<file path="src/rtl/sdi_rx.sv">
module sdi_rx #(
  parameter int DEPTH    = 64,
  parameter int HEADROOM = 32
) (
  input  logic       clk,
  input  logic       rst_n,
  input  logic       cfg_fall,
  input  logic       cfg_msb,
  input  logic       ser_clk,
  input  logic       ser_sync,
  input  logic       ser_dat,
  input  logic       rd_en,
  output logic [7:0] rd_data,
  output logic       rd_valid,
  output logic       data_req,
  output logic       ovf,
  input  logic       ovf_clr
);
  localparam int AW = $clog2(DEPTH);
  localparam int CW = AW + 1;

  logic [2:0] clk_s;
  logic [1:0] sync_s, dat_s;
  logic       sync_last;
  logic [2:0] bit_idx;
  logic [7:0] shreg;
  logic [7:0] mem [DEPTH];
  logic [AW-1:0] wp, rp;
  logic [CW-1:0] count;

  always_ff @(posedge clk) begin
    if (!rst_n) begin
      clk_s  <= '0;
      sync_s <= '0;
      dat_s  <= '0;
    end else begin
      clk_s  <= {clk_s[1:0], ser_clk};
      sync_s <= {sync_s[0], ser_sync};
      dat_s  <= {dat_s[0], ser_dat};
    end
  end

  wire rise    = clk_s[1] & ~clk_s[2];
  wire fall    = ~clk_s[1] & clk_s[2];
  wire edge_s  = cfg_fall ? fall : rise;
  wire realign = edge_s & sync_s[1] & ~sync_last;
  wire [2:0] idx_eff = realign ? 3'd0 : bit_idx;
  wire [2:0] pos     = cfg_msb ? 3'd7 - idx_eff : idx_eff;

  logic [7:0] asm_byte;
  always_comb begin
    asm_byte      = shreg;
    asm_byte[pos] = dat_s[1];
  end

  wire byte_done = edge_s & (idx_eff == 3'd7);
  wire full      = (count == CW'(DEPTH));
  wire push      = byte_done & ~full;
  wire pop       = rd_en & rd_valid;

  always_ff @(posedge clk) begin
    if (!rst_n) begin
      sync_last <= 1'b0;
      bit_idx   <= '0;
      shreg     <= '0;
    end else if (edge_s) begin
      sync_last <= sync_s[1];
      bit_idx   <= idx_eff + 3'd1;
      shreg     <= (idx_eff == 3'd7) ? 8'h00 : asm_byte;
    end
  end

  always_ff @(posedge clk) begin
    if (push) mem[wp] <= asm_byte;
  end

  always_ff @(posedge clk) begin
    if (!rst_n) begin
      wp    <= '0;
      rp    <= '0;
      count <= '0;
      ovf   <= 1'b0;
    end else begin
      if (push) wp <= (wp == AW'(DEPTH - 1)) ? '0 : wp + 1'b1;
      if (pop)  rp <= (rp == AW'(DEPTH - 1)) ? '0 : rp + 1'b1;
      count <= count + CW'(push) - CW'(pop);
      ovf   <= ovf_clr ? 1'b0 : (ovf | (byte_done & full));
    end
  end

  assign rd_data  = mem[rp];
  assign rd_valid = (count != '0);
  assign data_req = (CW'(DEPTH) - count) >= CW'(HEADROOM);
endmodule

</file>
<file path="config.mk">
export PLATFORM = sky130hd
export DESIGN_NAME = sdi_rx
export DESIGN_NICKNAME = d
export VERILOG_FILES = /design/src/rtl/sdi_rx.sv
export SDC_FILE = /design/constraint.sdc
export NUM_CORES = 1
export LEC_CHECK = 0
export ABC_AREA = 1
export CAP_MARGIN = 0
export CORE_ASPECT_RATIO = 0.9
export CORE_MARGIN = 4
export CORE_UTILIZATION = 30
export DETAILED_ROUTE_END_ITERATION = 8
export DONT_BUFFER_PORTS = 1
export PLACE_DENSITY = 0.43
export SKIP_CTS_REPAIR_TIMING = 1
export SLEW_MARGIN = 20
export SYNTH_ARGS = -nofsm -noshare
export SYNTH_HDL_FRONTEND = slang
export SYNTH_SLANG_ARGS = --single-unit
</file>
<file path="constraint.sdc">
create_clock -name clk -period 9.2 [get_ports clk]
set_clock_uncertainty 0.05 [all_clocks]
set_input_delay 0.92 -clock clk [delete_from_list [all_inputs] [get_ports clk]]
set_output_delay 0.92 -clock clk [all_outputs]
set_load 0.01 [all_outputs]
</file>
[Yosys cells after proc, flatten, opt, wreduce, memory -nomap -nowiden]
Memory sizes are Yosys's and may differ from the RTL's. A register that Yosys moved wholly into a read port is not among the register bits.
Index checks and enable logic that the tools add are counted.
Cells by class
  reduce and logical (&&, ||, !) cells: 3
  add/sub/neg operators: 7
  magnitude comparators: 3
  muxes and demuxes: 13
  bitwise logic cells: 14
  equal/unequal tests: 4
Operator list (count)
  two-way mux 6 bit: 4
  adder 6 x 1 -> 6 bit, second input constant: 2
  equality test 6 bit, second input constant: 2
  AND 1 bit: 8
  bitwise mux 8 bit: 1
  two-way mux 8 bit: 1
  adder 7 x 1 -> 7 bit: 1
  equality test 7 bit, second input constant: 1
  >= comparator 7 x 6 -> 1 bit, second input constant: 1
  nonzero test 7 bit: 1
  subtractor 7 x 1 -> 7 bit: 1
  subtractor 7 bit, first input constant: 1
  two-way mux 3 bit: 2
  inverter 1 bit: 5
  < comparator 3 x 4 -> 1 bit, second input constant: 1
  two-way mux 1 bit: 4
  adder 3 x 1 -> 3 bit, second input constant: 1
  demux 1 bit (select 3 bit): 1
  equality test 3 bit, second input constant: 1
  >= comparator 3 x 1 -> 1 bit, second input constant: 1
  subtractor 3 bit, first input constant: 1
  OR reduction 2 bit: 1
  logical AND 1 bit: 1
  bitwise OR 1 bit: 1
Word-level totals
  memories kept: 1
  output and inout port bits: 11
  RAM bits: 512
  input bits: 9
  logic and storage cells: 55
  register bits: 39
Memory list
  mem: words 64, width 8, read ports 1, clocked after memory_dff 1, write ports 1, line 27  | logic [7:0] mem [DEPTH];

[Logic depth before layout (Yosys ltp)]
Gate-level depths: netlist of run 1.
  depth in word-level cells: 14
  mapped depth: 23
  gate-level depth less buffers: 23

[Worst setup path after synthesis of run 1]
Ideal clock, no wire load.
  kind: input port to flip-flop
  start: input port cfg_fall
  end: register count[6]
  setup slack: 5.398 ns
  stages: 21
  buffers on the path: 0
  arrival: 3.682 ns
  library setup time: 0.070 ns
  required time: 9.080 ns
  path through: o21bai_2 > nand4_2 > nand2_1 > inv_1 > ha_1 > ha_1 > nand2_2 > nor2_4 > inv_4 > ha_1 > inv_1 > ha_1 > inv_1 > fa_1 > o21ai_0 > a21oi_1 > nor2_1 > nor2_1 > o21bai_1 > o21ai_0 > a21oi_1
Between the ends
  word-level cells in the longest chain between the ends: 9
RTL lines
  start, declared: line 7  | input logic cfg_fall,
  two-way mux 1 bit (*): line 45  | wire edge_s = cfg_fall ? fall : rise;
  AND 1 bit (2 in series): line 46  | wire realign = edge_s & sync_s[1] & ~sync_last;
  two-way mux 3 bit: line 47  | wire [2:0] idx_eff = realign ? 3'd0 : bit_idx;
  equality test 3 bit: line 56  | wire byte_done = edge_s & (idx_eff == 3'd7);
  AND 1 bit (*): line 56
  AND 1 bit (*): line 58  | wire push = byte_done & ~full;
  adder 7 x 1 -> 7 bit (*): line 86  | count <= count + CW'(push) - CW'(pop);
  subtractor 7 x 1 -> 7 bit (*): line 86
  end signal, assigned: line 86
  end, declared: line 29  | logic [CW-1:0] count;
Every way passes the cells marked *; elsewhere a longest branch is shown, timed or not.
A chain may end at the register's enable or synchronous reset.

==> flow_metrics.tcl, run 1 <==
set metrics [dict create \
    routed_wl_mm 63.2 \
    synthArstFlopShare_pct 0 \
    fmax_ghz 0.186 \
    syn_inst 1862 \
    synthTopCellsByArea "edfxtp_1, o21ai_0, nor2_1" \
    ys.flop_type "edfxtp_1" \
    reg2reg_slack_ns 5.13 \
    yosysSeqAreaShare_pct 71.9 \
    grt_first_pass_wirelength_mm 94.4 \
    via_count 14400 \
    drive_gt1_share_pct 6.92 \
    power_w 0.00611 \
    clk_latency_ns 0.61 \
    arrival_ns 4.41 \
    hold_end "ovf" \
    fin_crit_sh_pct 58.5 \
    cts_buffer_depth 3 \
    dp_hpwl_mm 34.8 \
    drv_slew 0 \
    critPathKind "flip-flop to primary output" \
    cts.clk_slew.worst_paths_ns 0.06 \
    area.growth.synth_to_final_pct 12.1 \
    portBuffers 0 \
    min_path_type "primary input to flip-flop" \
    crit_required_ns 8.23 \
    cp_common_cell "o211ai_1" \
    post_drt_wl_per_cell_um 22.2 \
    maxCapViolCount 0 \
    finalHoldViolCount 0 \
    min_path_cells 1 \
    row_count 95 \
    syn_area_um2 22600 \
    synth_top_cell_by_area "edfxtp_1" \
    timing.rr.end "mem[22][4]" \
    period_minus_slack_ns 5.38 \
    power_leakage_nw 8.31 \
    critical_path.cell_chain "clkinv_2 -> buf_4 -> o21ai_0 -> o22ai_1 -> o211ai_1 -> o211ai_1 -> nand3_1 -> nand2_1" \
    rr_startpoint "clk_s[1]" \
    drc_errors 0 \
    fill_cells 7285 \
    powerDensity_nw_per_um2 241 \
    crit_slowest_cell "clkinv_2" \
    htree_levels 2 \
    grt_pass1_vias 14100 \
    ios 20 \
    outcome "completed" \
    cts_tree "done" \
    finalNetCount 1856 \
    path_depth 8 \
    ff2ff_path_depth 12 \
    path_delay_family "buffers and inverters" \
    die_width_um 298 \
    post_dp_cell_area_um2 23500 \
    syn_avg_cell_area_um2 12.2 \
    cp_max_fo 77 \
    rsz0062_at_grt "no" \
    vias_per_cell 5.06 \
    fp.dieH_um 269 \
    core_um2 74800 \
    antenna_found_initial 1 \
    clock-root-buffer "clkbuf_16" \
    max_stage_delay_ns 0.92 \
    vdd_drop_max_uv 167 \
    fin_util_pct 33.9 \
    tns_ns 0 \
    globalRouteOverflowTotal 0 \
    antenna-diode-count 0 \
    final_area_um2 25400 \
    drtIter0Drc 1379 \
    cts_buffers 59 \
    detail-route-antenna-nets 0 \
    finalSetupViolations 0 \
    end_kind "primary output" \
    dieArea_um2 79900 \
    ys_types 40 \
    grt_usage_pct 15.6 \
    synth_fp_nets 1887 \
    worstMarginPinSlew_ns 1.12 \
    yosysWarningCount 0 \
    start_util_pct 30.3 \
    cts.sinks 557 \
    slew_headroom_pct 25.4 \
    cp-start-kind "flip-flop" \
    ys_ff_latch 557 \
    synth_top_cell_area_share_pct 67.9 \
    dr.pass1.iters 5 \
    grt_max_degree 106 \
    hold_path.startpoint "ovf_clr" \
    crit_buf_inv 2 \
    synth_edf_count 512 \
    hold_ws_ns 0.325 \
    gp_congestion 0.782 \
]
==> report_power, final <==
group | total, W | leakage (nW) | switching (W) | internal, W
clock network | 0.00236 | 0.914 | 0.000993 | 0.00137
registers | 0.00286 | 5.13 | 0.0000633 | 0.00280
logic | 0.000885 | 2.26 | 0.000633 | 0.000253
total | 0.00611 | 8.31 | 0.00169 | 0.00443
==> area by class of cell <==
type / instances / area (µm²) / area share (%)
Tap cell: 970 / 1210 / 4.78
Clock buffer: 75 / 1580 / 6.22
Clock inverter: 33 / 318 / 1.25
Multi-Input combinational cell: 1137 / 5600 / 22.1
Sequential cell: 557 / 16300 / 64.2
Timing Repair Buffer: 20 / 154 / 0.607
Inverter: 56 / 219 / 0.863
==> how the worst max path moves through the flow <==
stage                          from    endpoint
after floorplan            cfg_fall    count[6]
after CTS                 flip-flop  rd_data[4]
after detailed placement  flip-flop  rd_data[4]
after global routing      flip-flop  rd_data[4]
after global placement    flip-flop  rd_data[4]
final                     flip-flop  rd_data[4]
==> cells by family (layout without fill, tap and decap cells) <==
group / count (synthesis) / after routing / share of synthesized area, %
XOR/XNOR: 4 / 4 / 0.155
AO/OA/AOI/OAI: 507 / 507 / 12.5
flip-flops: 557 / 557 / 71.9
adder cells (fa/ha/maj): 16 / 16 / 0.918
buffers and inverters: 168 / 184 / 3.46
AND/OR/NAND/NOR: 610 / 610 / 11.1
==> stage by stage <==
stage          setup WS (ns)  std cells
6_report                3.82       2848
5_1_grt                 3.45       2848
4_1_cts                 3.71       2848
3_5_place_dp            4.40       2740
3_3_place_gp            4.46       2740
2_1_floorplan           5.40       1862
==> flip-flops by register name, indices dropped and copies added (netlist names), named ones only <==
register,count
bit_idx,3
clk_s,3
count,7
dat_s,2
mem,512
ovf,1
rp,6
shreg,8
sync_last,1
sync_s,2
wp,6
==> cells in the mapped netlist (2+ instances only) <==
cell,n
buf_6,12
buf_1,3
clkbuf_1,59
buf_4,5
o21bai_1,2
nand4_1,6
nor2_1,370
o211ai_1,23
edfxtp_1,512
and2_1,8
nor3_1,6
o21ai_1,23
o21ai_0,288
nor2_4,2
xor2_1,3
nand2_1,148
buf_2,32
dfxtp_1,45
inv_2,3
o22ai_1,107
inv_1,51
o221ai_1,21
nand2_2,3
nand3_1,59
ha_1,15
nand3_4,3
a21oi_1,40
==> cells in the final DEF (no fill, tap or decap), types with 6 or more instances in the layout <==
| master | count |
|---|---|
| inv_1 | 49 |
| and2_2 | 8 |
| clkbuf_16 | 60 |
| nand2_1 | 148 |
| nand3_1 | 59 |
| ha_1 | 15 |
| clkinv_1 | 18 |
| buf_4 | 19 |
| o221ai_1 | 21 |
| clkbuf_1 | 13 |
| nand4_1 | 6 |
| o211ai_1 | 23 |
| nor2_1 | 369 |
| o21ai_0 | 288 |
| o21ai_1 | 23 |
| nor3_1 | 6 |
| clkinv_2 | 7 |
| dfxtp_1 | 42 |
| edfxtp_1 | 512 |
| a21oi_1 | 40 |
| bufinv_16 | 6 |
| o22ai_1 | 107 |
==> layer usage <==
metal	share of wire (%)	wire length (µm)	track usage (%)	up-vias
li1	-	-	-	6731
met1	49	30800	23.0	7264
met2	44	27600	23.7	341
met3	5.9	3700	2.94	83
met4	1.9	1180	3.93	0
met5	0	0	0	-
No activity file was read; power rests on OpenSTA's default activity.
==> run 2, diff against run 1 <==
- clock period: 9.2 -> 5.46 ns (I/O delays scaled with it)
==> flow_metrics.tcl, run 2 (synthesis results as in run 1) <==
set metrics [dict create \
    routed_wl_mm 63.4 \
    maxCapViolCount 0 \
    final_cell_mix "edfxtp_1, nor2_1, o21ai_0" \
    outcome "completed" \
    grt_max_degree 216 \
    hold_ws_ns 0.0264 \
    largest_reg_flops 512 \
    pwr-share-seq_pct 46.5 \
    rsz0062_at_grt "no" \
    clock_power_share_pct 38.1 \
    layout_commonest_cell "edfxtp_1" \
    cts_buffer_depth 3 \
    drv_slew 0 \
    detail-route-antenna-nets 0 \
    cp_common_cell "nand2_1" \
    max_stage_delay_ns 0.66 \
    slew_headroom_pct 26.5 \
    min_path_type "primary input to flip-flop" \
    finalHoldViolCount 0 \
    clk_latency_ns 0.61 \
    cts_buffers 58 \
    cp-start-kind "flip-flop" \
    crit_required_ns 4.86 \
    cts.sinks 557 \
    period_minus_slack_ns 4.20 \
    power_leakage_nw 8.42 \
    dp_hpwl_mm 36.4 \
    powerDensity_nw_per_um2 403 \
    finalWorstSetupSlack_ns 1.26 \
    grt_usage_pct 15.5 \
    dp_slack_ns 1.70 \
    fp.dieH_um 269 \
    tns_ns 0 \
    portBuffers 0 \
    worstMarginPinSlew_ns 1.10 \
    cts_tree "done" \
    globalRouteOverflowTotal 0 \
    vias_per_cell 5.05 \
    top_register "mem" \
    clock-root-buffer "clkbuf_16" \
    antenna_found_initial 3 \
    grt_first_pass_wirelength_mm 93.3 \
    ios 20 \
    critPathKind "flip-flop to primary output" \
    fmax_ghz 0.238 \
    finalNetCount 1872 \
    p_sw_w 0.00287 \
    cp_max_fo 215 \
    pwr-share-comb_pct 15.4 \
    end_kind "primary output" \
    path_delay_family "compound AO/OA/AOI/OAI gates" \
    htree_levels 2 \
    core_um2 74800 \
    dieArea_um2 79900 \
    vdd_drop_max_uv 224 \
    drtIter0Drc 1202 \
    cts.clk_slew.worst_paths_ns 0.06 \
    largest_registers "mem (512), shreg (8), count (7)" \
    gp_congestion 0.796 \
    drc_errors 0 \
    area.growth.synth_to_final_pct 12.8 \
    arrival_ns 3.60 \
    grt_pass1_vias 13900 \
    intPower_w 0.00742 \
    crit_slowest_cell "dfxtp_4" \
    switching_share_pct 27.9 \
    post_drt_wl_per_cell_um 22.1 \
    dr.pass1.iters 7 \
    critical_path.cell_chain "buf_12 -> o21ai_0 -> o22ai_1 -> nand2_1 -> nand2_1 -> a21oi_1 -> o21ai_1 -> nand3_1 -> nand2_1" \
    die_width_um 298 \
    start_util_pct 30.3 \
    drive_gt1_share_pct 7.85 \
    finalSetupViolations 0 \
    row_count 95 \
    via_count 14500 \
    fin_crit_sh_pct 76.9 \
    crit_buf_inv 1 \
]
run 2: changes by cell type in the layout (fill, tap and decap cells not counted), sizes merged:
cell and delta:
buf +12, bufinv -2, clkinv +5, clkinvlp -1, diode +1, dlygate4sd3 +5
run 2: path summary, 6_finish.rpt:
check / from / endpoint / slack [ns] / cells past startpoint
setup / recovery: flip-flop / rd_data[1] / 1.26 / 9
hold reg to reg: sync_s[0] / sync_s[1] / 0.36 / 2
setup reg to reg: clk_s[1] / count[6] / 1.88 / 23
hold / removal: rst_n / bit_idx[2] / 0.03 / 2
run 2: per-layer routing:
metal | vias up | wire length [µm] | part of all wire, % | global-route usage (%)
li1 | 6784 | - | - | -
met1 | 7265 | 30600 | 48 | 23.1
met2 | 362 | 28100 | 44 | 23.8
met3 | 82 | 3490 | 5.5 | 2.31
met4 | 2 | 1180 | 1.9 | 3.80
met5 | - | 13 | 0.020 | 0
run 2: through the flow:
stage / cells / util (%) / power, W / instance area, µm²
after floorplan: 1862 / - / 0.00595 / 22600
after global placement: 2752 / 31.6 / 0.00648 / 23600
after detailed placement: 2752 / 31.6 / 0.00648 / 23600
after CTS: 2862 / 34.1 / 0.0104 / 25500
after global routing: 2867 / 34.1 / 0.0108 / 25500
final: 2868 / 34.1 / 0.0103 / 25500
run 2: layout make-up:
type	instances	area (µm²)
fill	7312	49200
sequential	557	16300
multi-input combinational	1137	5600
clock buffer	75	1610
tap	970	1210
timing repair buffer	37	328
clock inverter	35	269
inverter	56	219
antenna	1	2.50
run 2: power by group through the flow:
| stage | combinational, W | sequential, W | clock, W |
|---|---|---|---|
| detailed placement | 0.00160 | 0.00488 | 0 |
| global placement | 0.00161 | 0.00487 | 0 |
| global route | 0.00178 | 0.00479 | 0.00419 |
| finish | 0.00159 | 0.00478 | 0.00391 |
| floorplan | 0.00112 | 0.00483 | 0 |
| CTS | 0.00161 | 0.00478 | 0.00401 |
==> run 3, diff against run 2 <==
- ABC_AREA: 1 -> 0
- clock period: 5.46 -> 4.2 ns (I/O delays scaled with it)
==> flow_metrics.tcl, run 3 <==
set metrics [dict create \
    start_util_pct 30.3 \
    grt_max_degree 65 \
    largest_reg_flops 512 \
    portBuffers 0 \
    finalNetCount 1260 \
    grt_usage_pct 14.2 \
    synthTopCellsByArea "edfxtp_1, mux4_2, dfxtp_1" \
    ys_types 69 \
    synth_top_cell_by_area "edfxtp_1" \
    layout_commonest_cell "edfxtp_1" \
    core_um2 73200 \
    seqCellArea_um2 16300 \
    min_path_cells 2 \
    use_met3_pct 2.97 \
    tns_ns 0 \
    vias_per_cell 4.94 \
    drtIter0Drc 794 \
    fp.dieH_um 266 \
    cts_tree "done" \
    gp_congestion 0.746 \
    grt_pass1_vias 11600 \
    maxCapViolCount 0 \
    globalRouteOverflowTotal 0 \
    cts_buffers 58 \
    synth_top_cell_area_share_pct 69.3 \
    antenna_found_initial 2 \
    dr.pass1.iters 5 \
    die_width_um 295 \
    yosysSeqAreaShare_pct 73.4 \
    finalHoldViolCount 0 \
    timing.rr.end "count[6]" \
    final_cell_mix "edfxtp_1, mux4_2, nor2_1" \
    htree_levels 2 \
    drv_slew 0 \
    reg2reg_slack_ns 0.41 \
    detail-route-antenna-nets 0 \
    dieArea_um2 78300 \
    min_path_type "primary input to flip-flop" \
    synth_edf_count 512 \
    end_kind "primary output" \
    rsz0062_at_grt "no" \
    vdd_drop_max_uv 327 \
    cp_max_fo 48 \
    largest_registers "mem (512), shreg (8), count (7)" \
    cts_buffer_depth 3 \
    arrival_ns 3.35 \
    ys_ff_latch 557 \
    synth_fp_nets 1196 \
    yosysMostFrequentCell "edfxtp_1" \
    period_minus_slack_ns 3.82 \
    fmax_ghz 0.262 \
    crit_required_ns 3.73 \
    power_leakage_nw 7.30 \
    synthArstFlopShare_pct 0 \
    cp-start-kind "flip-flop" \
    syn_avg_cell_area_um2 18.9 \
    powerDensity_nw_per_um2 503 \
    via_count 11100 \
    cts.clk_slew.worst_paths_ns 0.06 \
    ys_top_cells_by_count "edfxtp_1, mux4_2, nor2_1" \
    clock-root-buffer "clkbuf_16" \
    dpl.cell_count 2130 \
    final_cells 2244 \
    fill_cells 6850 \
    gr-usage-met2_pct 21.0 \
    dp_hpwl_mm 35.0 \
    rr_startpoint "clk_s[1]" \
    yosysWarningCount 0 \
    routed_wl_mm 55.3 \
    finalSetupViolations 0 \
    grt_first_pass_wirelength_mm 81.0 \
    ios 20 \
    critPathKind "flip-flop to primary output" \
    syn_area_um2 22200 \
    top_register "mem" \
    fin_crit_sh_pct 90.9 \
    clk_latency_ns 0.62 \
    area.growth.synth_to_final_pct 15.5 \
    busiest_layer "met1" \
    row_count 94 \
    worstMarginPinSlew_ns 0.912 \
    drc_errors 0 \
    use_met1_pct 21.2 \
    outcome "completed" \
    slew_headroom_pct 39.0 \
    syn_inst 1171 \
    ys.flop_type "edfxtp_1" \
    cts.sinks 557 \
    ff2ff_path_depth 18 \
    multi_input_area_um2 5490 \
    drive_gt1_share_pct 22.9 \
    post_drt_wl_per_cell_um 24.6 \
    hold_path.startpoint "rst_n" \
    antenna-diode-count 0 \
]
[run 3: changes by cell type after synthesis, sizes merged, moves of 12 or more]
cell / previous run / this run
nand3: 62 / 12
nand2: 151 / 41
inv: 55 / 15
o21ai: 311 / 14
mux2i: 0 / 12
o211ai: 23 / 2
o221ai: 21 / 1
o22ai: 107 / 50
a21oi: 40 / 20
mux4: 0 / 128
nor2: 373 / 93
clkbuf: 60 / 20
[run 3: per-layer routing]
layer  up-vias  part of all wire [%]  wire length, µm
met2       234                    44            24400
met5         -                     0                0
met1      5874                    49            26900
met4         0                   2.0             1110
met3        65                   5.1             2810
li1       4906                     -                -
[run 3: worst max path at each step]
| stage | startpoint | endpoint | cells after the start |
|---|---|---|---|
| CTS | flip-flop | rd_data[6] | 7 |
| floorplan | cfg_fall | count[6] | 19 |
| finish | flip-flop | rd_data[0] | 4 |
| detailed placement | cfg_fall | count[6] | 18 |
| global placement | cfg_fall | count[6] | 18 |
| global route | clk_s[1] | count[6] | 18 |
[run 3: through the flow]
stage / area (µm²) / hold slack, ns / worst slack (ns) / utilization [%] / total power (W)
after floorplan: 22200 / 0.362 / 0.459 / - / 0.00727
after global placement: 23500 / 0.373 / 0.390 / 32.2 / 0.00762
after detailed placement: 23500 / 0.370 / 0.323 / 32.2 / 0.00761
after CTS: 25600 / -0.198 / 0.262 / 34.9 / 0.0130
after global routing: 25600 / 0.00539 / 0.0884 / 35.0 / 0.0134
final: 25600 / 0.00198 / 0.384 / 35.0 / 0.0129
[run 3: cell families (layout without fill, tap and decap cells)]
family                   count (synthesis)  count (layout)  synth area share, %
buffers and inverters                   77             190                 1.85
XOR/XNOR                                12              12                0.474
flip-flops                             557             557                 73.4
AND/OR/NAND/NOR                        243             243                 5.67
multiplexers                           142             142                 13.9
AO/OA/AOI/OAI                          124             124                 3.80
adder cells (fa/ha/maj)                 16              16                0.937
[run 3: critical path, cell delays in order (launching register included)]
cell	delay, ns
dfxtp_4	0.83
or3_1	0.49
o22ai_1	0.20
or4_1	0.58
o21ai_1	0.54
[run 3: cell type report]
class,instances,share of cell area [%]
clock inverters,38,1.90
clock buffers,71,6.02
inverters,15,0.220
well taps,960,4.69
flip-flops and latches,557,63.6
multi-input cells,537,21.4
repair buffers,66,2.13
[run 3: power by group]
group / internal, W / total, W / switching, W / leakage [nW]
sequential: 0.00603 / 0.00617 / 0.000135 / 4.55
clock: 0.00323 / 0.00541 / 0.00218 / 0.978
combinational: 0.000645 / 0.00130 / 0.000651 / 1.78
total: 0.00991 / 0.0129 / 0.00297 / 7.30
